### src/rtl/dsif_pkg.sv
package dsif_pkg;

    // Sequencer phases
    typedef enum logic [1:0] {
        ST_WAIT = 2'd0,   // line high, waiting for an accepted result
        ST_UPD  = 2'd1,   // update window, line high, no shifting
        ST_DATA = 2'd2,   // result available, host may shift
        ST_STBY = 2'd3    // powered down
    } dsif_st_e;

endpackage

### src/rtl/dsif_sclk_sync.sv
module dsif_sclk_sync #(
    parameter int STAGES = 2
) (
    input  logic clk,
    input  logic rst_n,
    input  logic sclk_in,
    output logic sclk_lvl,
    output logic sclk_rise,
    output logic sclk_fall
);

    logic [STAGES:0] sh_q;
    logic [STAGES:0] sh_d;

    always_comb begin
        sh_d = {sh_q[STAGES-1:0], sclk_in};
    end

    always_ff @(posedge clk or negedge rst_n) begin
        if (!rst_n) sh_q <= '0;
        else        sh_q <= sh_d;
    end

    assign sclk_lvl  = sh_q[STAGES-1];
    assign sclk_rise =  sh_q[STAGES-1] & ~sh_q[STAGES];
    assign sclk_fall = ~sh_q[STAGES-1] &  sh_q[STAGES];

    // a detected rise leaves the level high in the next cycle's history
    p_rise_hist_r3: assert property (@(posedge clk) disable iff (!rst_n)
        sclk_rise |=> sh_q[STAGES]);

endmodule

### src/rtl/dsif_sel_watch.sv
module dsif_sel_watch #(
    parameter int SEL_W  = 4,
    parameter int STAGES = 2
) (
    input  logic             clk,
    input  logic             rst_n,
    input  logic [SEL_W-1:0] sel_in,
    output logic             sel_chg
);

    logic [SEL_W-1:0] st_q [STAGES+1];
    logic [SEL_W-1:0] st_d [STAGES+1];

    always_comb begin
        st_d[0] = sel_in;
        for (int i = 1; i <= STAGES; i++) st_d[i] = st_q[i-1];
    end

    genvar g;
    generate
        for (g = 0; g <= STAGES; g++) begin : g_stage
            always_ff @(posedge clk or negedge rst_n) begin
                if (!rst_n) st_q[g] <= '0;
                else        st_q[g] <= st_d[g];
            end
        end
    endgenerate

    assign sel_chg = (st_q[STAGES-1] != st_q[STAGES]);

endmodule

### src/rtl/dsif_sat.sv
module dsif_sat #(
    parameter int RAW_W  = 26,
    parameter int DATA_W = 24
) (
    input  logic [RAW_W-1:0]  raw,
    output logic [DATA_W-1:0] res
);

    localparam int XW = RAW_W - DATA_W + 1;

    generate
        if (RAW_W > DATA_W) begin : g_clamp
            logic [XW-1:0] top;
            logic          ovf;
            always_comb begin
                top = raw[RAW_W-1:DATA_W-1];
                ovf = !((&top) || (~|top));
                if (!ovf)               res = raw[DATA_W-1:0];
                else if (raw[RAW_W-1]) res = {1'b1, {(DATA_W-1){1'b0}}};
                else                    res = {1'b0, {(DATA_W-1){1'b1}}};
            end
        end else begin : g_pass
            assign res = raw[DATA_W-1:0];
        end
    endgenerate

    // the clamped word keeps the sign of the raw value
    always_comb begin
        p_sign_keep_r4: assert (res[DATA_W-1] == raw[RAW_W-1]);
    end

endmodule

### src/rtl/dsif_seq.sv
module dsif_seq
    import dsif_pkg::*;
#(
    parameter int DATA_W     = 24,
    parameter int RAW_W      = 26,
    parameter int SYNC_STG   = 2,
    parameter int UPD_CYC    = 96,
    parameter int SETTLE_CYC = 52000,
    parameter int CAL_CYC    = 154400,
    parameter int WAKE_CYC   = 55600,
    parameter int STBY_CYC   = 16544
) (
    input  logic             clk,
    input  logic             rst_n,
    input  logic             sclk,
    input  logic [1:0]       chan_sel,
    input  logic             buf_en,
    input  logic             temp_en,
    input  logic             conv_done,
    input  logic [RAW_W-1:0] conv_raw,
    output logic             drdy_dout,
    output logic             flt_restart,
    output logic             cal_start,
    output logic             pwr_down
);

    localparam int SEL_W  = 4;
    localparam int M1     = (UPD_CYC > SETTLE_CYC) ? UPD_CYC : SETTLE_CYC;
    localparam int M2     = (CAL_CYC > WAKE_CYC) ? CAL_CYC : WAKE_CYC;
    localparam int M3     = (M1 > M2) ? M1 : M2;
    localparam int TMAX   = (M3 > STBY_CYC) ? M3 : STBY_CYC;
    localparam int TMR_W  = $clog2(TMAX + 2);
    localparam int BIT_W  = $clog2(DATA_W + 3);
    localparam int N_DONE = DATA_W + 2;   // edges after which a falling edge calibrates
    localparam int N_CALW = DATA_W + 1;   // edges that arm calibration on wakeup

    typedef struct packed {
        dsif_st_e          st;
        logic [TMR_W-1:0]  tmr;
        logic [TMR_W-1:0]  blank;
        logic [TMR_W-1:0]  hold;
        logic [BIT_W-1:0]  bits;
        logic [DATA_W-1:0] word;
        logic              cal_pend;
        logic              pin;
        logic              restart;
        logic              cal;
        logic              pdn;
    } seq_t;

    seq_t r_q, r_d;

    logic              sclk_lvl, sclk_rise, sclk_fall;
    logic              sel_chg;
    logic [SEL_W-1:0]  sel_vec;
    logic [DATA_W-1:0] sat_word;
    logic [BIT_W-1:0]  bits_nx;

    assign sel_vec = {temp_en, buf_en, chan_sel};

    dsif_sclk_sync #(.STAGES(SYNC_STG)) u_sync (
        .clk       (clk),
        .rst_n     (rst_n),
        .sclk_in   (sclk),
        .sclk_lvl  (sclk_lvl),
        .sclk_rise (sclk_rise),
        .sclk_fall (sclk_fall)
    );

    dsif_sel_watch #(.SEL_W(SEL_W), .STAGES(SYNC_STG)) u_sel (
        .clk     (clk),
        .rst_n   (rst_n),
        .sel_in  (sel_vec),
        .sel_chg (sel_chg)
    );

    dsif_sat #(.RAW_W(RAW_W), .DATA_W(DATA_W)) u_sat (
        .raw (conv_raw),
        .res (sat_word)
    );

    always_comb begin
        r_d         = r_q;
        r_d.restart = 1'b0;
        r_d.cal     = 1'b0;
        bits_nx     = r_q.bits;

        if (sel_chg && (r_q.st != ST_STBY)) begin
            // select change: restart and blank for the settling interval
            r_d.st      = ST_WAIT;
            r_d.restart = 1'b1;
            r_d.blank   = TMR_W'(SETTLE_CYC);
            r_d.pin     = 1'b1;
        end else begin
            unique case (r_q.st)
                ST_WAIT: begin
                    r_d.pin = 1'b1;
                    if (r_q.blank != '0) begin
                        r_d.blank = r_q.blank - 1'b1;
                    end else if (conv_done) begin
                        r_d.word = sat_word;
                        r_d.tmr  = TMR_W'(UPD_CYC);
                        r_d.st   = ST_UPD;
                    end
                end
                ST_UPD: begin
                    r_d.pin = 1'b1;
                    if (conv_done) begin
                        r_d.word = sat_word;
                        r_d.tmr  = TMR_W'(UPD_CYC);
                    end else if (r_q.tmr <= TMR_W'(1)) begin
                        r_d.st   = ST_DATA;
                        r_d.pin  = 1'b0;
                        r_d.bits = '0;
                        r_d.hold = '0;
                    end else begin
                        r_d.tmr = r_q.tmr - 1'b1;
                    end
                end
                ST_DATA: begin
                    if (conv_done) begin
                        r_d.word = sat_word;
                        r_d.tmr  = TMR_W'(UPD_CYC);
                        r_d.st   = ST_UPD;
                        r_d.pin  = 1'b1;
                    end else if (sclk_fall && (r_q.bits == BIT_W'(N_DONE))) begin
                        r_d.st    = ST_WAIT;
                        r_d.cal   = 1'b1;
                        r_d.blank = TMR_W'(CAL_CYC);
                        r_d.pin   = 1'b1;
                    end else begin
                        if (sclk_rise) begin
                            if (r_q.bits < BIT_W'(DATA_W)) begin
                                r_d.pin  = r_q.word[DATA_W-1];
                                r_d.word = {r_q.word[DATA_W-2:0], 1'b0};
                            end else begin
                                r_d.pin = 1'b1;
                            end
                            if (r_q.bits < BIT_W'(N_DONE)) bits_nx = r_q.bits + 1'b1;
                        end
                        r_d.bits = bits_nx;
                        if (sclk_lvl) begin
                            if (r_q.hold >= TMR_W'(STBY_CYC - 1)) begin
                                r_d.st       = ST_STBY;
                                r_d.pdn      = 1'b1;
                                r_d.pin      = 1'b1;
                                r_d.cal_pend = (bits_nx >= BIT_W'(N_CALW));
                            end else begin
                                r_d.hold = r_q.hold + 1'b1;
                            end
                        end else begin
                            r_d.hold = '0;
                        end
                    end
                end
                ST_STBY: begin
                    r_d.pin = 1'b1;
                    r_d.pdn = 1'b1;
                    if (!sclk_lvl) begin
                        r_d.pdn      = 1'b0;
                        r_d.restart  = 1'b1;
                        r_d.st       = ST_WAIT;
                        r_d.cal_pend = 1'b0;
                        if (r_q.cal_pend) begin
                            r_d.cal   = 1'b1;
                            r_d.blank = TMR_W'(CAL_CYC);
                        end else begin
                            r_d.blank = TMR_W'(WAKE_CYC);
                        end
                    end
                end
                default: r_d.st = ST_WAIT;
            endcase
        end
    end

    always_ff @(posedge clk or negedge rst_n) begin
        if (!rst_n) begin
            r_q     <= '0;
            r_q.st  <= ST_WAIT;
            r_q.pin <= 1'b1;
        end else begin
            r_q <= r_d;
        end
    end

    assign drdy_dout   = r_q.pin;
    assign flt_restart = r_q.restart;
    assign cal_start   = r_q.cal;
    assign pwr_down    = r_q.pdn;

    // leaving the update window always shows the ready level
    p_ready_low_r2: assert property (@(posedge clk) disable iff (!rst_n)
        ($past(r_q.st) == ST_UPD && r_q.st == ST_DATA) |-> !drdy_dout);

    // calibrate is a single-cycle pulse
    p_cal_pulse_r6: assert property (@(posedge clk) disable iff (!rst_n)
        cal_start |=> !cal_start);

    // restart is a single-cycle pulse
    p_restart_pulse_r7: assert property (@(posedge clk) disable iff (!rst_n)
        flt_restart |=> !flt_restart);

    // a select change outside standby forces the line high and restarts
    p_sel_high_r7: assert property (@(posedge clk) disable iff (!rst_n)
        (sel_chg && r_q.st != ST_STBY) |=> (drdy_dout && flt_restart));

    // while discarding, the block stays in the waiting phase
    p_blank_hold_r7: assert property (@(posedge clk) disable iff (!rst_n)
        (r_q.st == ST_WAIT && r_q.blank != '0 && !sel_chg) |=> r_q.st == ST_WAIT);

    // power-down never coexists with a low line
    p_pdn_pin_r8: assert property (@(posedge clk) disable iff (!rst_n)
        pwr_down |-> drdy_dout);

    // the waiting phase never jumps straight to shifting
    p_wait_no_data_r11: assert property (@(posedge clk) disable iff (!rst_n)
        (r_q.st == ST_WAIT) |=> (r_q.st != ST_DATA));

endmodule

### config.mk
export PLATFORM = sky130hd
export DESIGN_NAME = dsif_seq
export DESIGN_NICKNAME = d
export VERILOG_FILES = /design/src/rtl/dsif_pkg.sv /design/src/rtl/dsif_sclk_sync.sv /design/src/rtl/dsif_sel_watch.sv /design/src/rtl/dsif_sat.sv /design/src/rtl/dsif_seq.sv
export SDC_FILE = /design/constraint.sdc
export NUM_CORES = 1
export LEC_CHECK = 0
export BUFFER_PORTS_ARGS = -buffer_cell sky130_fd_sc_hd__buf_4
export CAP_MARGIN = 20
export CELL_PAD_IN_SITES_DETAIL_PLACEMENT = 0
export CELL_PAD_IN_SITES_GLOBAL_PLACEMENT = 1
export CORE_AREA = 4 4 122 124
export CTS_CLUSTER_DIAMETER = 40
export DETAILED_ROUTE_END_ITERATION = 10
export DIE_AREA = 0 0 126 128
export PLACE_DENSITY_LB_ADDON = 0.1
export SLEW_MARGIN = 10
export SYNTH_ARGS = -nofsm -noshare
export SYNTH_HDL_FRONTEND = slang
export SYNTH_SLANG_ARGS = --single-unit
### constraint.sdc
create_clock -name clk -period 2.14 [get_ports clk]
set_input_delay 0.214 -clock clk [delete_from_list [all_inputs] [get_ports clk]]
set_output_delay 0.214 -clock clk [all_outputs]
set_load 0.03 [all_outputs]
==> Yosys cells after proc, flatten, opt, wreduce, memory -nomap -nowiden <==
Index checks and enable logic that the tools add are counted.
Widths: inputs -> output; s select.
{ "totals": {"reg_bits": 105, "latch_bits": 0, "ram_bits": 0, "rom_bits": 0, "in_bits": 34, "out_inout_bits": 4, "word_cells": 150, "mem_count": 0} }
{ "classes": {"n_addsub": 4, "n_mul": 0, "div": 0, "magnitude_cmp": 5, "n_eq_ne": 31, "shifts": 0, "mux": 69, "n_bitwise": 5, "reduce_logical": 21} }
{ "ops": {"columns": ["cell", "count"], "rows": [
  ["$mux 18", 10],
  ["$mux 24", 7],
  ["$pmux 18 s3", 2],
  ["$pmux 24 s3", 1],
  ["$mux 48", 1],
  ["$mux 23", 2],
  ["$pmux 23 s2", 1],
  ["$mux 41", 1],
  ["$mux 20", 2],
  ["$ne 3x3->1 const B", 13],
  ["$sub 18x1->18 const B", 2],
  ["$mux 5", 6],
  ["$mux 2", 13],
  ["$reduce_and 6->1", 4],
  ["$reduce_and 7->1", 3],
  ["$ne 2x2->1 const B", 10],
  ["$add 18x1->18 const B", 1],
  ["$ge 18x15->1 const B", 1],
  ["$le 18x1->1 const B", 1],
  ["$mux 1", 18],
  ["$reduce_bool 18->1", 1],
  ["$lt 5x5->1 const B", 2],
  ["$pmux 2 s4", 1],
  ["$add 5x1->5 const B", 1],
  ["other kinds (25)", 31]
]} }

==> Longest topological paths before layout <==
Gate-level depths: netlist of the first run.
{ "logic_depth": {"ltp_word": 14, "ltp_mapped": 11} }

==> Modules after synthesis <==
From an unflattened synthesis of the first run, not the netlist that was laid out.
{ "unflattened": {"cells_unflattened": 676, "area_unflattened_um2": 6038.3} }
{ "modules_own_cells": {"columns": ["module", "n_inst", "cells_each", "area_each_um2"], "rows": [
  ["dsif_seq", 1, 571, 5072.4],
  ["dsif_sat", 1, 83, 534.3],
  ["dsif_sel_watch", 1, 17, 341.6],
  ["dsif_sclk_sync", 1, 5, 90.1]
]} }

==> Worst setup path before layout of the first run <==
No wires, ideal clock.
{ "synth_path": {"kind": "reg-to-reg", "startpoint": "reg r_q[52] in the netlist's numbering", "endpoint": "reg r_q[57] in the netlist's numbering", "setup_time_ns": 0.121, "arrival_ns": 2.174, "setup_slack_ns": -0.155, "path_stages_with_launch": 10, "n_path_buf": 1, "synth_period_minus_slack_ns": 2.295, "path_cell_list": "dfrtp_1 > inv_1 > ha_1 > or3b_2 > nor4b_2 > a21bo_1 > a21o_1 > buf_2 > nor2_1 > o22a_1"} }
{ "synth_between": {"elab_chain_cells": 4, "elab_cells_between_ends": 7} }
{ "synth_rtl": {"columns": ["element", "line", "text"], "rows": [
  ["from (decl)", "dsif_seq.sv:51", "seq_t r_q, r_d;"],
  ["from (signal assigned)", "dsif_seq.sv:183", "r_q <= r_d;"],
  ["$sub 18x1->18", "dsif_seq.sv:99", "r_d.blank = r_q.blank - 1'b1;"],
  ["$mux 18", "dsif_seq.sv:98", "if (r_q.blank != '0) begin"],
  ["$pmux 18 s3", "dsif_seq.sv:95", "unique case (r_q.st)"],
  ["$mux 18", "dsif_seq.sv:88", "if (sel_chg && (r_q.st != ST_STBY)) begin"]
]} }
Parallel ways exist; a longest one is shown, timed or not. The select of a mux whose other input is x is not followed.
A chain may end at the register's enable or synchronous reset.

==> Worst setup path after layout of the first run <==
{ "layout_path": {"startpoint": "reg r_q[52] in the netlist's numbering", "endpoint": "reg r_q[88] in the netlist's numbering"} }
{ "layout_between": {"elab_chain_cells": 3} }
{ "layout_rtl": {"columns": ["element", "line"], "rows": [
  ["$reduce_bool 18->1", "dsif_seq.sv:98"],
  ["$ne 3x3->1 (no line)", null],
  ["$reduce_and 7->1 (no line)", null]
]} }
No other way between the ends.

==> results of run 1 <==
through the flow:
step / cells / utilization, % / setup slack [ps] / power (W)
floorplan: 664 / - / -37.79 / 0.002324
global placement: 981 / 52.00 / -94.89 / 0.002544
detailed placement: 981 / 52.00 / -180.1 / 0.002552
CTS: 1006 / 56.02 / -134.6 / 0.004308
global route: 1014 / 59.74 / -177.7 / 0.004473
finish: 1014 / 59.74 / -100.0 / 0.004265
sequential cells by signal, summed over array words and instances, names as in the netlist:
name and flops:
pwr_down 1, r_q 86, cal_start 1, u_sel.st_q 4
u_sync.sh_q 3, u_sel.st_d 8, drdy_dout 1, flt_restart 1
cell type report:
| cell class | instances | area [µm²] | share of cell area (%) |
|---|---|---|---|
| clock buffer | 10 | 229.0 | 2.783 |
| clock inverter | 6 | 73.82 | 0.8972 |
| inverter | 16 | 60.06 | 0.7299 |
| multi-input combinational | 507 | 3437 | 41.77 |
| sequential | 105 | 2631 | 31.98 |
| tap | 180 | 225.2 | 2.737 |
| timing repair buffer | 190 | 1572 | 19.10 |
layout by cell type (no fill, tap or decap), drive strengths merged, types with 4 or more instances in the layout:
cell type    count
dlygate4sd3      6
clkbuf          10
and2             5
or4              6
o31ai           16
nor3b            4
a21o             4
and3             5
nor4            13
a31oi           19
nor3            21
o41ai            7
or3              5
ha              11
o21ai           70
nand2           78
dfrtp          104
o21a             5
nand4            9
xnor2            4
o22a             5
nand3           23
a21oi           67
inv             18
nor2            75
buf            184
nand2b           9
repair_timing:
item / in CTS / in global routing
hold endpoints to repair: 16 / 0
resized for setup: 35 / 105
pin swaps: 12 / 31
hold buffers: 6 / 0
setup buffers: 3 / 9
setup endpoints to repair: 51 / 86
kinds of logic after synthesis:
family	after synthesis	share of synthesized area (%)
AND/OR/NAND/NOR	267	22.62
AO/OA/AOI/OAI	221	23.85
flip-flops	105	46.15
buffers and inverters	52	3.668
adder cells (fa/ha/maj)	11	2.416
XOR/XNOR	5	0.7687
multiplexers	3	0.5271
report_power, final:
| part | leakage [nW] | switching, W | internal, W |
|---|---|---|---|
| combinational | 2.08 | 0.000245 | 0.000225 |
| sequential | 1.34 | 0.0000411 | 0.00205 |
| clock | 0.142 | 0.000781 | 0.000925 |
| total | 3.56 | 0.00107 | 0.00320 |
worst max-delay path, delay by kind of cell (launching register included):
family / cells / cell delay, ps
and+or+nand+nor: 5 / 1290
DFF: 1 / 390
buffers and inverters: 2 / 220
adders and majority gates: 1 / 140
AOI/OAI and AO/OA: 1 / 70
metal layers:
layer  up-vias  global-route usage [%]
li1       2759                       -
met1      2679                   25.23
met2        70                   32.99
met3        12                   3.833
met4         0                   4.543
met5         -                       0
final timing paths:
path                            slack (ps)       endpoint  cells after the start
worst max-delay path                  -100        r_q[88]                      9
worst min-delay path                   190         r_q[5]                      3
worst max register to register        -100        r_q[88]                      9
worst min register to register         350  u_sel.st_d[2]                      0
max in group asynchronous             1190      drdy_dout                      3
min in group asynchronous              230        r_q[53]                      2
==> out/metrics.yaml, run 1 <==
outcome:
  outcome: "finished, violations left"
  failing_checks: "negative setup slack"
sta:
  postLayoutSetupSlackWorst_ps: -100.0
  setup_viol: 19
  final.period_utilization_pct: 104.7
  hold_slack_ps: 186.8
  hold_viol_final: 0
  maxSlewViolCount: 0
  max-slew-margin-rel_pct: 52.17
  tightest_slew_ps: 715.7
  setup_repair_after_global_routing_missed_its_margin: "true"
  totalNegativeSetupSlack_ps: -820.2
  finalClockSkew_ps: 11.10
  final.min_clock_period_ps: 2240
  timing.fmax_mhz: 446.4
setup_path:
  critPathCaptureType: "register"
  critical_path.max_fanout: 4
  worst_setup_path_startpoint: "r_q[52]"
  crit_path_start_kind: "register"
  worstPathCellList: "inv_2, ha_4, or3b_4, nor4b_4, buf_4, and4_4, o31ai_4, nor3b_2, nor4_4"
  class_of_the_most_critical_setup_path: "register to register"
  cp_data_required_time_ps: 2380
  crit_path_max_incr_delay_ps: 400
  crit_arrival_ps: 2480
  cp_slowest_cell: "sky130_fd_sc_hd__or3b_4"
  reg2reg_from: "r_q[52]"
layout:
  layout-area-overhead-vs-synth_pct: 44.43
  postLayoutCellArea_mm2: 0.008228
  fraction_of_layout_instances_using_a_drive_strength_above_1_pct: 35.25
  fillCellCount: 1212
  design.final.nets: 874
  num_antenna_cells: 0
global_routing:
  grt_start_max_net_pins: 63
  global_route.overflow_total: 0
  grt_first_pass_wirelength_mm: 25.83
  grt_antenna_before_repair: 0
  track_usage_pct: 19.23
  first_global_vias: 5433
logic_synthesis:
  synth.distinct_cells: 66
  synth_area_leader_cell: "sky130_fd_sc_hd__dfrtp_1"
  syn_nets: 709
  syn-cell-area_mm2: 0.005697
  synth_async_sr_flop_share_pct: 100.0
  yosys_register_bits: 105
  yosys_most_used_dff: "sky130_fd_sc_hd__dfrtp_1"
  seq_area_frac_synth_pct: 46.15
  synth.most_common_cell: "sky130_fd_sc_hd__dfrtp_1"
  post-synth-top-area-fraction_pct: 45.68
  post_synth.cell_area_avg_um2: 8.579
  yosysWarningCount: 0
  synth.top_cells.by_area: "sky130_fd_sc_hd__dfrtp_1, sky130_fd_sc_hd__a21oi_1, sky130_fd_sc_hd__o21ai_0"
  syn-instance-count: 664
  synth.top_cells.by_count: "sky130_fd_sc_hd__dfrtp_1, sky130_fd_sc_hd__nand2_1, sky130_fd_sc_hd__nor2_1"
  synth_enable_flop_cells: 0
placed_design:
  placed_cell_area_mm2: 0.007162
  dp_hpwl_mm: 10.85
  gp_congestion: 0.9069
  portBuffers: 37
min_path:
  hp-class: "primary input to register"
  min-delay-start: "conv_raw[0]"
floorplanning:
  floorplan.die_area_mm2: 0.01613
  die_y_um: 128
  io_pins: 38
  die_w_um: 126
  placementRows: 43
  start_util_pct: 41.36
  core_region_area_mm2: 0.01377
power_and_ir_drop:
  vdd_drop_max_mv: 0.3651
  p_leak_nw: 3.565
  pwr_density_cell_mw_per_mm2: 518.3
drt:
  detail_route.wl_per_cell_um: 15.26
  dr.max_layer_used: "met4"
  residual_drc_count: 0
  met2RoutedLength_mm: 7.889
  post_drt_antenna_nets: 0
  drtIter0Drc: 354
  routed-wl-met3_um: 451
  drt-total-wl_mm: 15.48
  drtPass1Iterations: 4
  wl_met1_mm: 6.980
  route.detailed.vias_per_inst: 5.444
  via_count: 5520
clock_network:
  clk_pin_slew_worst_paths_ps: 80
  worst_skew_pair.late_latency_ps: 360
  htree_levels: 3
  ctsLongestPathBuffers: 2
  cts_tree: "yes"
  clock_net_sink_count: 105
  cts.root.buffer_cell: "sky130_fd_sc_hd__clkbuf_16"
  tritoncts.num_buffers: 9
job:
  timing.max_cap.violations: 0
Power figures use the tool's default switching activity.
==> run 2, diff against run 1 <==
Settings changed: PLACE_DENSITY set to 0.84, PLACE_DENSITY_LB_ADDON 0.1 to not set, REMOVE_ABC_BUFFERS set to 1.
==> out/metrics.yaml, run 2 (synthesis results as in run 1) <==
outcome:
  outcome: "finished, violations left"
  failing_checks: "negative setup slack"
setup_path:
  class_of_the_most_critical_setup_path: "register to register"
  critPathCaptureType: "register"
  reg2reg_from: "r_q[53]"
  r2r_setup_slack_ps: -120
  reg2reg_to: "r_q[88]"
  timing.reg2reg.worst_path_depth: 9
  crit_arrival_ps: 2490
  critical_path.max_fanout: 4
  cp_data_required_time_ps: 2380
  crit_path_start_kind: "register"
sta:
  max-slew-margin-rel_pct: 51.11
  tightest_slew_ps: 731.6
  hold_viol_final: 0
  finalClockSkew_ps: 7.071
  postLayoutSetupSlackWorst_ps: -115.5
  final.min_clock_period_ps: 2255
  setup_viol: 16
  hold_slack_ps: 162.5
  maxSlewViolCount: 0
  final.period_utilization_pct: 105.4
  timing.fmax_mhz: 443.4
  setup_repair_after_global_routing_missed_its_margin: "true"
layout:
  regMostFlops: "r_q"
  area_of_all_sequential_standard_cells_mm2: 0.002629
  largest_register_ffs: 86
  layout-area-overhead-vs-synth_pct: 40.11
  num_antenna_cells: 0
  multi_input_comb_area_mm2: 0.003338
  design.final.nets: 865
  post_layout_nonfiller_instances: 1005
  final_util_pct: 57.95
  fraction_of_layout_instances_using_a_drive_strength_above_1_pct: 33.70
  final_common_cell: "sky130_fd_sc_hd__buf_4"
  fillCellCount: 1184
  postLayoutCellArea_mm2: 0.007981
  mostFrequentLayoutCells: "sky130_fd_sc_hd__buf_4, sky130_fd_sc_hd__dfrtp_1, sky130_fd_sc_hd__nand2_1"
placed_design:
  dp_hpwl_mm: 10.67
  gp_congestion: 0.8961
  place.detailed.instances: 968
  portBuffers: 37
  placed_cell_area_mm2: 0.007014
drt:
  detail_route.wl_per_cell_um: 16.47
  drtPass1Iterations: 6
  post_drt_antenna_nets: 0
  drt-total-wl_mm: 16.55
  via_count: 5798
  drtIter0Drc: 427
  residual_drc_count: 0
  route.detailed.vias_per_inst: 5.769
clock_network:
  ctsLongestPathBuffers: 2
  tritoncts.num_buffers: 9
  cts_tree: "yes"
  clk_pin_slew_worst_paths_ps: 70
  cts.root.buffer_cell: "sky130_fd_sc_hd__clkbuf_16"
  worst_skew_pair.late_latency_ps: 350
  clock_net_sink_count: 105
  htree_levels: 3
power_and_ir_drop:
  p_sw_share_pct: 26.16
  seqPwrFrac_pct: 50.5
  power.internal_w: 0.003056
  comb_power_share_pct: 11.2
  p_leak_nw: 3.474
  pwr_density_cell_mw_per_mm2: 518.5
  switchingPower_w: 0.001083
  p_clk_share_pct: 38.3
  vdd_drop_max_mv: 0.4069
min_path:
  holdPathEnd: "r_q[28]"
  hp-class: "primary input to register"
  timing.hold.worst_path_depth: 3
  min-delay-start: "conv_raw[25]"
floorplanning:
  placementRows: 43
  die_y_um: 128
  die_w_um: 126
  floorplan.die_area_mm2: 0.01613
  start_util_pct: 41.36
  core_region_area_mm2: 0.01377
  io_pins: 38
job:
  timing.max_cap.violations: 0
global_routing:
  grt_antenna_before_repair: 0
  first_global_vias: 5547
  global_route.overflow_total: 0
  grt_first_pass_wirelength_mm: 26.36
  grt_start_max_net_pins: 77
  track_usage_pct: 19.56
run 2: critical path, cell delays in order, from the launching register on:
cell and delay [ps]:
sky130_fd_sc_hd__dfrtp_1 400, sky130_fd_sc_hd__inv_2 80, sky130_fd_sc_hd__ha_4 130, sky130_fd_sc_hd__or3b_4 400, sky130_fd_sc_hd__nor4b_4 300, sky130_fd_sc_hd__buf_4 170, sky130_fd_sc_hd__and4_4 230, sky130_fd_sc_hd__o31ai_4 80
sky130_fd_sc_hd__nor3b_2 270, sky130_fd_sc_hd__nor4_4 80
run 2: how the worst max path moves through the flow:
stage             from  depth (start not counted)      end  slack [ps]
2_1_floorplan  r_q[88]                          7  r_q[10]       -1080
3_3_place_gp   r_q[53]                          9  r_q[88]        -170
3_5_place_dp   r_q[53]                          9  r_q[88]        -320
4_1_cts        r_q[56]                          7  r_q[88]         -80
5_1_grt        r_q[53]                          9  r_q[88]        -190
6_report       r_q[53]                          9  r_q[88]        -120
run 2: cell type report:
type,count,share of cell area [%]
clock buffer,10,2.869
clock inverter,6,0.5487
inverter,16,0.7525
multi-input combinational,508,41.82
sequential,105,32.94
tap,180,2.822
timing repair buffer,180,18.25
run 2: what timing repair did:
| action | in CTS | in global routing |
|---|---|---|
| setup endpoints to repair | 74 | 86 |
| gates resized for setup | 43 | 89 |
| buffers inserted | 7 | 8 |
| cloned | 1 | 0 |
| hold buffers | 6 | 0 |
| pin swaps | 14 | 22 |
| hold endpoints to repair | 34 | 0 |
run 2: power by group through the flow:
stage | sequential, W | clock [W] | combinational (W)
6_report | 0.00209 | 0.00159 | 0.000462
5_1_grt | 0.00210 | 0.00170 | 0.000518
4_1_cts | 0.00209 | 0.00160 | 0.000435
3_5_place_dp | 0.00212 | 0 | 0.000407
3_3_place_gp | 0.00212 | 0 | 0.000396
2_1_floorplan | 0.00212 | 0 | 0.000189
run 2: metal layers:
layer / global-route usage (%) / vias up / wire, µm
met5: 0 / - / 0
met3: 2.500 / 46 / 774
met2: 33.90 / 202 / 8356
met1: 25.56 / 2815 / 7032
li1: - / 2735 / -
met4: 6.246 / 0 / 391
run 2: per-stage QoR:
| stage | power [W] | setup slack (ps) | setup TNS, ps |
|---|---|---|---|
| after floorplan | 0.002310 | -1079 | -30770 |
| after global placement | 0.002516 | -169.5 | -2184 |
| after detailed placement | 0.002531 | -323.7 | -5633 |
| after CTS | 0.004126 | -80.08 | -1009 |
| after global routing | 0.004322 | -193.5 | -4259 |
| final | 0.004139 | -115.5 | -867.4 |
